<file path="config.mk">
export PLATFORM = sky130hd
export DESIGN_NAME = luma_burst_cart
export DESIGN_NICKNAME = d
export VERILOG_FILES = /design/src/rtl/lbc_pkg.sv /design/src/rtl/lbc_burst_seq.sv /design/src/rtl/lbc_serializer.sv /design/src/rtl/luma_burst_cart.sv
export SDC_FILE = /design/constraint.sdc
export NUM_CORES = 1
export LEC_CHECK = 0
export BUFFER_PORTS_ARGS = -buffer_cell sky130_fd_sc_hd__clkbuf_2
export CELL_PAD_IN_SITES_DETAIL_PLACEMENT = 1
export CELL_PAD_IN_SITES_GLOBAL_PLACEMENT = 2
export CORE_MARGIN = 4
export CORE_UTILIZATION = 34
export CTS_CLUSTER_SIZE = 12
export DETAILED_ROUTE_END_ITERATION = 10
export PLACE_DENSITY = 0.81
export SLEW_MARGIN = 30
export SYNTH_ARGS = -nofsm -noshare
export SYNTH_HDL_FRONTEND = slang
export SYNTH_HIERARCHICAL = 1
export SYNTH_SLANG_ARGS = --single-unit
export TNS_END_PERCENT = 5
</file>
<file path="constraint.sdc">
create_clock -name clk -period 2.6 [get_ports clk]
set_clock_uncertainty 0.2 [all_clocks]
set_input_delay 0.52 -clock clk [delete_from_list [all_inputs] [get_ports clk]]
set_output_delay 0.52 -clock clk [all_outputs]
set_load 0.03 [all_outputs]
</file>
<file path="src/rtl/lbc_pkg.sv">
package lbc_pkg;
    localparam int BANK_W = 2;
    localparam int NBANKS = 1 << BANK_W;

    typedef struct packed {
        logic            fmt2;
        logic            disp;
        logic [BANK_W-1:0] bank;
    } ctrl_t;
endpackage

</file>
<file path="src/rtl/lbc_burst_seq.sv">
module lbc_burst_seq #(
    parameter int DATA_W     = 8,
    parameter int STEP_TICKS = 2
) (
    input  logic                    clk,
    input  logic                    rst_n,
    input  logic                    start,
    input  logic [DATA_W-1:0]       sram_rdata,
    output logic                    active,
    output logic [lbc_pkg::BANK_W-1:0] bank,
    output logic                    done,
    output logic [3*DATA_W-1:0]     cap_bits
);
    localparam int TICK_W = $clog2(STEP_TICKS + 1);
    localparam int BW     = lbc_pkg::BANK_W;

    typedef struct packed {
        logic                   active;
        logic [BW-1:0]          step;
        logic [TICK_W-1:0]      tick;
        logic [2:0][DATA_W-1:0] cap;
    } seq_t;

    seq_t st_d, st_q;

    always_comb begin
        st_d = st_q;
        done = 1'b0;
        if (!st_q.active) begin
            if (start) begin
                st_d.active = 1'b1;
                st_d.step   = '0;
                st_d.tick   = '0;
            end
        end else if (st_q.tick == TICK_W'(STEP_TICKS - 1)) begin
            st_d.tick = '0;
            st_d.step = st_q.step + 1'b1;
            if (st_q.step == BW'(3)) begin
                st_d.active = 1'b0;
                done        = 1'b1;
            end else begin
                st_d.cap[st_q.step] = sram_rdata;
            end
        end else begin
            st_d.tick = st_q.tick + 1'b1;
        end
    end

    always_ff @(posedge clk) begin
        if (!rst_n) st_q <= '0;
        else        st_q <= st_d;
    end

    // step 0..3 visits bank 1,2,3,0
    assign active   = st_q.active;
    assign bank     = st_q.step + 1'b1;
    assign cap_bits = {st_q.cap[0], st_q.cap[1], st_q.cap[2]};
endmodule

</file>
<file path="src/rtl/lbc_serializer.sv">
module lbc_serializer #(
    parameter int W = 24
) (
    input  logic         clk,
    input  logic         rst_n,
    input  logic         load,
    input  logic         fmt2_in,
    input  logic [W-1:0] data,
    output logic [1:0]   luma
);
    localparam int CNT_W = $clog2(W + 1);

    typedef struct packed {
        logic [W-1:0]     shift;
        logic [CNT_W-1:0] bits;
        logic             phase;
        logic             fmt2;
    } ser_t;

    ser_t st_d, st_q;

    always_comb begin
        st_d = st_q;
        if (load) begin
            st_d.shift = data;
            st_d.bits  = CNT_W'(W);
            st_d.phase = 1'b0;
            st_d.fmt2  = fmt2_in;
        end else if (st_q.bits != '0) begin
            if (st_q.fmt2) begin
                st_d.phase = ~st_q.phase;
                if (st_q.phase) begin
                    st_d.shift = st_q.shift << 2;
                    st_d.bits  = st_q.bits - CNT_W'(2);
                end
            end else begin
                st_d.shift = st_q.shift << 1;
                st_d.bits  = st_q.bits - CNT_W'(1);
            end
        end
    end

    always_ff @(posedge clk) begin
        if (!rst_n) st_q <= '0;
        else        st_q <= st_d;
    end

    always_comb begin
        if (st_q.bits == '0)  luma = 2'b00;
        else if (st_q.fmt2)   luma = st_q.shift[W-1 -: 2];
        else                  luma = {2{st_q.shift[W-1]}};
    end
endmodule

</file>
<file path="src/rtl/luma_burst_cart.sv">
module luma_burst_cart #(
    parameter int OFS_W      = 13,
    parameter int DATA_W     = 8,
    parameter int STEP_TICKS = 2
) (
    input  logic                 clk,
    input  logic                 rst_n,
    input  logic                 phi2,
    input  logic                 rw,
    input  logic                 cart_sel_n,
    input  logic                 ctrl_sel_n,
    input  logic [OFS_W-1:0]     host_addr,
    input  logic [DATA_W-1:0]    host_wdata,
    output logic [DATA_W-1:0]    host_rdata,
    output logic                 host_rdata_oe,
    output logic [OFS_W+1:0]     sram_addr,
    output logic [DATA_W-1:0]    sram_wdata,
    input  logic [DATA_W-1:0]    sram_rdata,
    output logic                 sram_we_n,
    output logic                 sram_oe_n,
    output logic [1:0]           luma
);
    import lbc_pkg::*;

    localparam int CAP_W = 3 * DATA_W;

    typedef struct packed {
        ctrl_t ctrl;
        logic  phi2_prev;
    } top_t;

    top_t st_d, st_q;

    logic              cart_read;
    logic              start;
    logic              burst_active;
    logic              burst_done;
    logic [BANK_W-1:0] burst_bank;
    logic [BANK_W-1:0] bank_sel;
    logic [CAP_W-1:0]  cap_bits;
    logic              disp_on;

    always_comb begin
        st_d           = st_q;
        st_d.phi2_prev = phi2;
        if (phi2 && !ctrl_sel_n && !rw)
            st_d.ctrl = ctrl_t'(host_wdata[3:0]);
    end

    always_ff @(posedge clk) begin
        if (!rst_n) st_q <= '0;
        else        st_q <= st_d;
    end

    assign disp_on   = st_q.ctrl.disp;
    assign cart_read = !cart_sel_n && rw && phi2;
    assign start     = disp_on && cart_read && !st_q.phi2_prev;

    lbc_burst_seq #(
        .DATA_W     (DATA_W),
        .STEP_TICKS (STEP_TICKS)
    ) seq_i (
        .clk        (clk),
        .rst_n      (rst_n),
        .start      (start),
        .sram_rdata (sram_rdata),
        .active     (burst_active),
        .bank       (burst_bank),
        .done       (burst_done),
        .cap_bits   (cap_bits)
    );

    lbc_serializer #(
        .W (CAP_W)
    ) ser_i (
        .clk     (clk),
        .rst_n   (rst_n),
        .load    (burst_done),
        .fmt2_in (st_q.ctrl.fmt2),
        .data    (cap_bits),
        .luma    (luma)
    );

    always_comb begin
        if (burst_active)      bank_sel = burst_bank;
        else if (disp_on && rw) bank_sel = '0;
        else                   bank_sel = st_q.ctrl.bank;
    end

    assign sram_addr     = {bank_sel, host_addr};
    assign sram_wdata    = host_wdata;
    assign sram_we_n     = !(!cart_sel_n && !rw && phi2);
    assign sram_oe_n     = !(cart_read || burst_active);
    assign host_rdata    = sram_rdata;
    assign host_rdata_oe = cart_read && !burst_active && !start;
endmodule

</file>
==> impl_metrics.ini, run 1 <==
[status]
status = finished, final reports clean

[worst_hold_path]
hold_path_end = disp_on$_SDFFE_PN0P_
hold_path_depth = 3
hold_path_class = input pin to flip-flop
min-delay-start = host_wdata[2]

[sta]
rsz0062_at_grt = false
finalHoldViolCount = 0
worst_pin_slew_ps = 441.2
finalSetupViolations = 0
fin_crit_sh_pct = 96.40
holdWs_ps = 244.8
slew_violations = 0
fin_crit_ps = 2506
timing.fmax_ghz = 0.3990
finalSetupTns_ps = 0
slew_headroom_pct = 70.53

[global_routing]
antenna_found_initial = 0
grt_usage_pct = 14.12
grt_max_degree = 63
grt_pass1_vias = 2955
grt_overflow_total = 0
grt_pass1_wl_mm = 14.80

[setup_path]
r2r_slack_ps = 480
rr_startpoint = seq_i/st_q[24]$_SDFFE_PN0P_
startpoint_type = flip-flop
reg2reg_depth = 6
arrival_ps = 1790
critPathKind = flip-flop to output port
cp_max_fo = 5
endpoint_kind = output port
timing.rr.end = ser_i/st_q[28]$_SDFFE_PN0P_
required_ps = 1880

[yosys]
async_flop_share_pct = 0
synthCells = 426
syn_nets = 468
synth-seq-area-share_pct = 33.21
ys_types = 53
synth_ff_type = dfxtp_1
synth_edf_count = 0
ys_ff_latch = 65
yosysWarnings = 6
synth_area_um2 = 3919
syn_avg_cell_area_um2 = 9.199

[placed_design]
place_congestion = 0.7393
place_hpwl_mm = 6.273
io_buffers = 36
placedCellCount = 530

[detailed_routing]
vias_per_cell = 5.293
drt-total-wl_mm = 9.078
drtPass1Iterations = 4
drc = 0
wire_per_inst_um = 16.63
postRouteAntennaNets = 0
dr_total_vias = 2890
drt_iter0_drc = 128

[cells_and_area]
fin_util_pct = 37.19
layout_common_cells = 65 x dfxtp_1, 46 x nand3_1, 44 x nand2_1, 35 x clkbuf_2, 32 x mux2i_1
syn_to_final_growth_pct = 5.140
layout.cells.non_filler = 546
nets = 443
final_common_cell = dfxtp_1
antennaDiodeCount = 0
drive_gt1_share_pct = 30.54

[die]
core_area_um2 = 11080
die_height_um = 115.4
num_rows = 38
ios = 71
die_x_um = 115.4
die_area_um2 = 13310
start_util_pct = 35.37

[cts]
tritoncts = yes
htreeDepth = 3
cts_num_sinks = 65
clk_latency_ps = 330
cts_buffers = 9
clock-root-buffer = clkbuf_16
post_cts_buffers = 0
cts.clk_slew.worst_paths_ps = 50
clockBufferDepth = 2

[job]
maxCapViolCount = 0

[power_and_ir_drop]
p_total_mw = 3.040
peakVddDrop_uv = 400.8
leakage_nw = 1.749
powerDensity_nw_per_um2 = 737.9
## metrics by stage
stage                     setup slack (ps)  area [um^2]
final                                93.67         4120
after global routing                 31.78         4120
after CTS                            21.35         4108
after detailed placement             380.7         3800
after global placement               415.8         3800
after floorplan                      421.1         3919
## synth_stat cells, drive strengths merged, types with 2 or more instances
| cell type | instances | area share [%] |
|---|---|---|
| a211oi | 2 | 0.51 |
| a21oi | 5 | 0.64 |
| a22o | 2 | 0.45 |
| a31oi | 2 | 0.32 |
| and2 | 4 | 0.70 |
| and4bb | 2 | 0.73 |
| buf | 68 | 13 |
| clkbuf | 17 | 1.6 |
| dfxtp | 65 | 33 |
| ha | 7 | 2.2 |
| inv | 6 | 0.57 |
| mux2 | 22 | 6.3 |
| mux2i | 32 | 8.2 |
| nand2 | 47 | 4.7 |
| nand2b | 3 | 0.48 |
| nand3 | 46 | 5.9 |
| nand3b | 2 | 0.38 |
| nand4 | 22 | 3.7 |
| nor2 | 7 | 0.73 |
| nor2b | 10 | 1.6 |
| nor3 | 3 | 0.38 |
| nor3b | 2 | 0.67 |
| nor4b | 3 | 1.2 |
| o211ai | 23 | 7.0 |
| o21ai | 8 | 1.0 |
| o31ai | 2 | 0.38 |
| or3 | 2 | 0.35 |
## where the power goes
| part | internal [mW] | switching (mW) |
|---|---|---|
| Sequential | 1.03 | 0.0559 |
| Clock | 0.794 | 0.445 |
| Combinational | 0.253 | 0.462 |
| Total | 2.08 | 0.962 |
## cell type report
cell class | count | area, um^2
clock buffer | 12 | 256.5
clock inverter | 4 | 51.30
fill | 1264 | 6958
inverter | 7 | 26.28
multi-input combinational | 269 | 2019
sequential | 65 | 1301
tap | 140 | 175.2
timing repair buffer | 49 | 290.3
## worst max-delay path by stage
| stage | slack (ps) | endpoint | from |
|---|---|---|---|
| after floorplan | 420 | luma[1] | ser_i/st_q[3]$_SDFFE_PP0P_ |
| after global placement | 420 | luma[1] | ser_i/st_q[3]$_SDFFE_PP0P_ |
| after detailed placement | 380 | luma[1] | ser_i/st_q[3]$_SDFFE_PP0P_ |
| after CTS | 20 | luma[1] | ser_i/st_q[3]$_SDFFE_PP0P_ |
| after global routing | 30 | luma[1] | ser_i/st_q[3]$_SDFFE_PP0P_ |
| final | 90 | luma[1] | ser_i/st_q[3]$_SDFFE_PP0P_ |
## registers in the layout, summed over array words and instances (netlist names)
name	flops
seq_i/active	1
disp_on	1
ser_i/st_q	31
seq_i/cap_bits	24
st_q	4
seq_i/st_q	4
## cells by family after synthesis
logic type	after synthesis	share of synthesized area, %
buffers and inverters	92	15.58
adders and majority gates	7	2.235
AOI/OAI and AO/OA	49	11.59
and+or+nand+nor	159	22.89
muxes	54	14.50
DFF	65	33.21
## worst max-delay path, stage by stage, from the launching register on
cell and delay [ps]:
dfxtp_1 330, inv_1 140, ha_4 170, or4b_4 450
and2_2 200, clkbuf_2 180
## per-layer routing
layer  global-route usage [%]  vias to the layer above  wire [um]
li1                         -                     1415          -
met1                    17.91                     1421       4194
met2                    23.50                       45       4445
met3                    4.053                        9        335
met4                    3.834                        0        102
met5                        0                        -          0
## timing repair
item	in CTS	in global routing
resized for setup	0	2
hold buffers	0	0
setup endpoints to repair	0	1
No activity file was read; power rests on OpenSTA's default activity.
==> run 2: changes to the inputs <==
--- a/config.mk
+++ b/config.mk
@@ -12,7 +12,7 @@
 export CORE_UTILIZATION = 34
 export CTS_CLUSTER_SIZE = 12
 export DETAILED_ROUTE_END_ITERATION = 10
-export PLACE_DENSITY = 0.81
+export PLACE_DENSITY_LB_ADDON = 0.1
 export SLEW_MARGIN = 30
 export SYNTH_ARGS = -nofsm -noshare
 export SYNTH_HDL_FRONTEND = slang
==> constraint.sdc (replaced) <==
create_clock -name clk -period 2.6 [get_ports clk]
set_clock_uncertainty 0.2 [all_clocks]
set_input_delay 0.26 -clock clk [delete_from_list [all_inputs] [get_ports clk]]
set_output_delay 0.26 -clock clk [all_outputs]
set_load 0.03 [all_outputs]
==> impl_metrics.ini, run 2 (synthesized netlist as in run 1, its figures left out) <==
[cells_and_area]
syn_to_final_growth_pct = 5.779
largest_register = ser_i/st_q
nets = 447
largest_reg_flops = 31
antennaDiodeCount = 0
final_common_cell = dfxtp_1
layout_common_cells = 65 x dfxtp_1, 46 x nand3_1, 44 x nand2_1, 35 x clkbuf_2, 32 x mux2i_1
drive_gt1_share_pct = 30.24

[sta]
finalSetupViolations = 0
timing.fmax_ghz = 0.4068
fin_crit_sh_pct = 94.55
rsz0062_at_grt = false
worst_pin_slew_ps = 545.5
finalSetupTns_ps = 0
fin_crit_ps = 2458
slew_headroom_pct = 63.64
slew_violations = 0
finalHoldViolCount = 0

[die]
core_area_um2 = 11080
die_area_um2 = 13310
die_height_um = 115.4
die_x_um = 115.4
num_rows = 38
ios = 71
start_util_pct = 35.37

[setup_path]
crit_chain = inv_1, ha_1, or4b_4, and2_2, clkbuf_2
required_ps = 2140
slowest_delay_ps = 570
reg2reg_depth = 6
path_delay_family = simple AND/OR/NAND/NOR gates
startpoint_type = flip-flop
cp_max_fo = 8
critPathKind = flip-flop to output port
crit_slowest_cell = or4b_4
endpoint_kind = output port
path_buf_inv = 2
arrival_ps = 2000
cp.depth = 5

[global_routing]
grt_pass1_wl_mm = 16.13
grt_max_degree = 66
grt_overflow_total = 0
antenna_found_initial = 0
grt_pass1_vias = 2989
grt_usage_pct = 15.54

[cts]
clock-root-buffer = clkbuf_16
post_cts_buffers = 0
clockBufferDepth = 2
tritoncts = yes
postCtsHoldBufs = 4
htreeDepth = 3
cts_num_sinks = 65
cts_buffers = 9
cts.clk_slew.worst_paths_ps = 60
clk_latency_ps = 330
ctsResizeCount = 0

[detailed_routing]
vias_per_cell = 5.176
dr_total_vias = 2847
drt-total-wl_mm = 9.611
drtPass1Iterations = 4
drc = 0
postRouteAntennaNets = 0
wire_per_inst_um = 17.47
drt_iter0_drc = 162

[worst_hold_path]
hold_path_depth = 2
hold_path_class = input pin to flip-flop

[power_and_ir_drop]
powerDensity_nw_per_um2 = 734.1
p_total_mw = 3.043
peakVddDrop_uv = 309.0
leakage_nw = 1.758

[status]
status = finished, final reports clean

[placed_design]
place_congestion = 0.7809
io_buffers = 36
place_hpwl_mm = 6.719

[job]
maxCapViolCount = 0
[run 2: through the flow]
| step | util (%) | cells | hold slack, ps | worst slack, ps | cell area (um^2) |
|---|---|---|---|---|---|
| 5_1_grt | 37.42 | 550 | 9.818 | 36.74 | 4145 |
| 2_1_floorplan | - | 426 | 196.2 | 579.8 | 3919 |
| 3_5_place_dp | 34.30 | 530 | 252.1 | 483.9 | 3800 |
| 4_1_cts | 37.42 | 550 | 5.157 | 117.8 | 4145 |
| 6_report | 37.42 | 550 | 12.46 | 141.8 | 4145 |
| 3_3_place_gp | 34.30 | 530 | 250.2 | 512.5 | 3800 |
[run 2: path summary, 6_finish.rpt]
path	start	endpoint	slack, ps
setup / recovery	ser_i/st_q[3]$_SDFFE_PP0P_	luma[1]	140
hold / removal	phi2	st_q[0]$_SDFF_PN0_	10
setup reg to reg	seq_i/st_q[24]$_SDFFE_PN0P_	ser_i/st_q[8]$_SDFFE_PN0P_	480
hold reg to reg	seq_i/cap_bits[21]$_SDFFE_PN0P_	seq_i/cap_bits[21]$_SDFFE_PN0P_	260
[run 2: cell type report]
class,count,area (um^2)
Fill cell,1286,6933
Multi-Input combinational cell,269,2007
Sequential cell,65,1301
Timing Repair Buffer,53,330.3
Clock buffer,9,225.2
Tap cell,140,175.2
Clock inverter,7,80.08
Inverter,7,26.28
[run 2: power breakdown]
| part | switching [mW] | internal [mW] |
|---|---|---|
| registers | 0.0586 | 1.03 |
| clock network | 0.485 | 0.750 |
| logic | 0.475 | 0.244 |
| total | 1.02 | 2.02 |
[run 2: worst reg2reg max path, stage by stage, from the launching register on]
cell	delay, ps
dfxtp_1	400
and3b_2	220
and2_1	470
clkinv_1	180
buf_4	260
o21ai_0	210
a21oi_1	60
[run 2: layer usage]
metal	vias to the layer above	track usage (%)	share of wire, %
li1	1433	-	-
met1	1356	21.59	50
met2	48	23.53	46
met3	10	4.474	3.4
met4	0	4.304	0.70
met5	-	0	0
==> run 3: changes to the inputs <==
--- a/config.mk
+++ b/config.mk
@@ -13,6 +13,7 @@
 export CTS_CLUSTER_SIZE = 12
 export DETAILED_ROUTE_END_ITERATION = 10
 export PLACE_DENSITY_LB_ADDON = 0.1
+export SETUP_SLACK_MARGIN = 0.15
 export SLEW_MARGIN = 30
 export SYNTH_ARGS = -nofsm -noshare
 export SYNTH_HDL_FRONTEND = slang
==> impl_metrics.ini, run 3 (synthesized netlist as in run 1, its figures left out) <==
[status]
status = finished, final reports clean

[setup_path]
arrival_ps = 1880
endpoint_kind = output port
required_ps = 2140
critPathKind = flip-flop to output port
startpoint_type = flip-flop
cp_max_fo = 5

[detailed_routing]
dr_total_vias = 2890
wire_per_inst_um = 17.55
drc = 0
drt_iter0_drc = 158
drt-total-wl_mm = 9.668
drtPass1Iterations = 4
postRouteAntennaNets = 0
vias_per_cell = 5.245

[cells_and_area]
drive_gt1_share_pct = 30.66
layout_common_cells = 65 x dfxtp_1, 46 x nand3_1, 44 x nand2_1, 35 x clkbuf_2, 32 x mux2i_1
syn_to_final_growth_pct = 6.035
antennaDiodeCount = 0
final_common_cell = dfxtp_1
largest_register = ser_i/st_q
largest_reg_flops = 31
nets = 448

[global_routing]
grt_pass1_vias = 2984
grt_pass1_wl_mm = 16.17
grt_max_degree = 66
antenna_found_initial = 0
grt_overflow_total = 0
grt_usage_pct = 15.59

[placed_design]
dpl_worst_slack_ps = 483.9
place_hpwl_mm = 6.719
io_buffers = 36
place_congestion = 0.7809

[sta]
finalSetupTns_ps = 0
fin_crit_ps = 2337
slew_violations = 0
timing.fmax_ghz = 0.4280
rsz0062_at_grt = false
fin_ws_ps = 263.3
fin_crit_sh_pct = 89.87
worst_pin_slew_ps = 541.2
finalSetupViolations = 0
finalHoldViolCount = 0
slew_headroom_pct = 63.92

[worst_hold_path]
hold_path_class = input pin to flip-flop

[cts]
htreeDepth = 3
cts.clk_slew.worst_paths_ps = 60
clock-root-buffer = clkbuf_16
clockBufferDepth = 2
cts_num_sinks = 65
tritoncts = yes
clk_latency_ps = 330
cts_buffers = 9

[die]
die_area_um2 = 13310
start_util_pct = 35.37
core_area_um2 = 11080
num_rows = 38
die_height_um = 115.4
ios = 71
die_x_um = 115.4

[power_and_ir_drop]
powerDensity_nw_per_um2 = 738.6
peakVddDrop_uv = 308.5
p_total_mw = 3.069
leakage_nw = 1.761

[job]
maxCapViolCount = 0
-- run 3: timing repair --
action                     CTS  global route
setup endpoints to repair    1             0
hold endpoints to repair     4             0
resized for setup            1             0
hold buffers                 4             0
buffers inserted             1             0
-- run 3: critical path, cell delays in order (launching register included) --
cell,delay (ps)
dfxtp_1,330
inv_1,110
ha_2,240
or4b_4,490
and2_2,200
clkbuf_2,180
-- run 3: routing by layer --
layer / GRT usage [%] / routed length, um / share of wire (%)
met2: 23.46 / 4476 / 46
met1: 21.82 / 4790 / 50
met4: 4.304 / 67 / 0.69
met5: 0 / 0 / 0
met3: 4.474 / 334 / 3.5
-- run 3: worst paths after layout --
check | start | end | slack (ps) | depth (start not counted)
worst max register to register | seq_i/st_q[24]$_SDFFE_PN0P_ | ser_i/st_q[8]$_SDFFE_PN0P_ | 490 | 6
worst max-delay path | ser_i/st_q[3]$_SDFFE_PP0P_ | luma[1] | 260 | 5
worst min register to register | seq_i/cap_bits[21]$_SDFFE_PN0P_ | seq_i/cap_bits[21]$_SDFFE_PN0P_ | 260 | 2
worst min-delay path | phi2 | st_q[0]$_SDFF_PN0_ | 10 | 2
-- run 3: power by group --
group	internal [mW]	switching (mW)	total [mW]
Combinational	0.261	0.485	0.745
Clock	0.750	0.485	1.23
Sequential	1.03	0.0589	1.09
Total	2.04	1.03	3.07
-- run 3: final cells by class --
cell class / instances / area, um^2
clock inverters: 7 / 80.08
multi-input cells: 269 / 2009
clock buffers: 9 / 225.2
flip-flops and latches: 65 / 1301
inverters: 7 / 26.28
fillers: 1287 / 6923
well taps: 140 / 175.2
repair buffers: 54 / 337.8
-- run 3: through the flow --
step / instances / instance area [um^2] / hold slack (ps) / utilization [%]
6_report: 551 / 4155 / 12.45 / 37.51
5_1_grt: 551 / 4155 / 9.818 / 37.51
4_1_cts: 551 / 4155 / 5.157 / 37.51
3_5_place_dp: 530 / 3800 / 252.1 / 34.30
3_3_place_gp: 530 / 3800 / 250.2 / 34.30
2_1_floorplan: 426 / 3919 / 196.2 / -
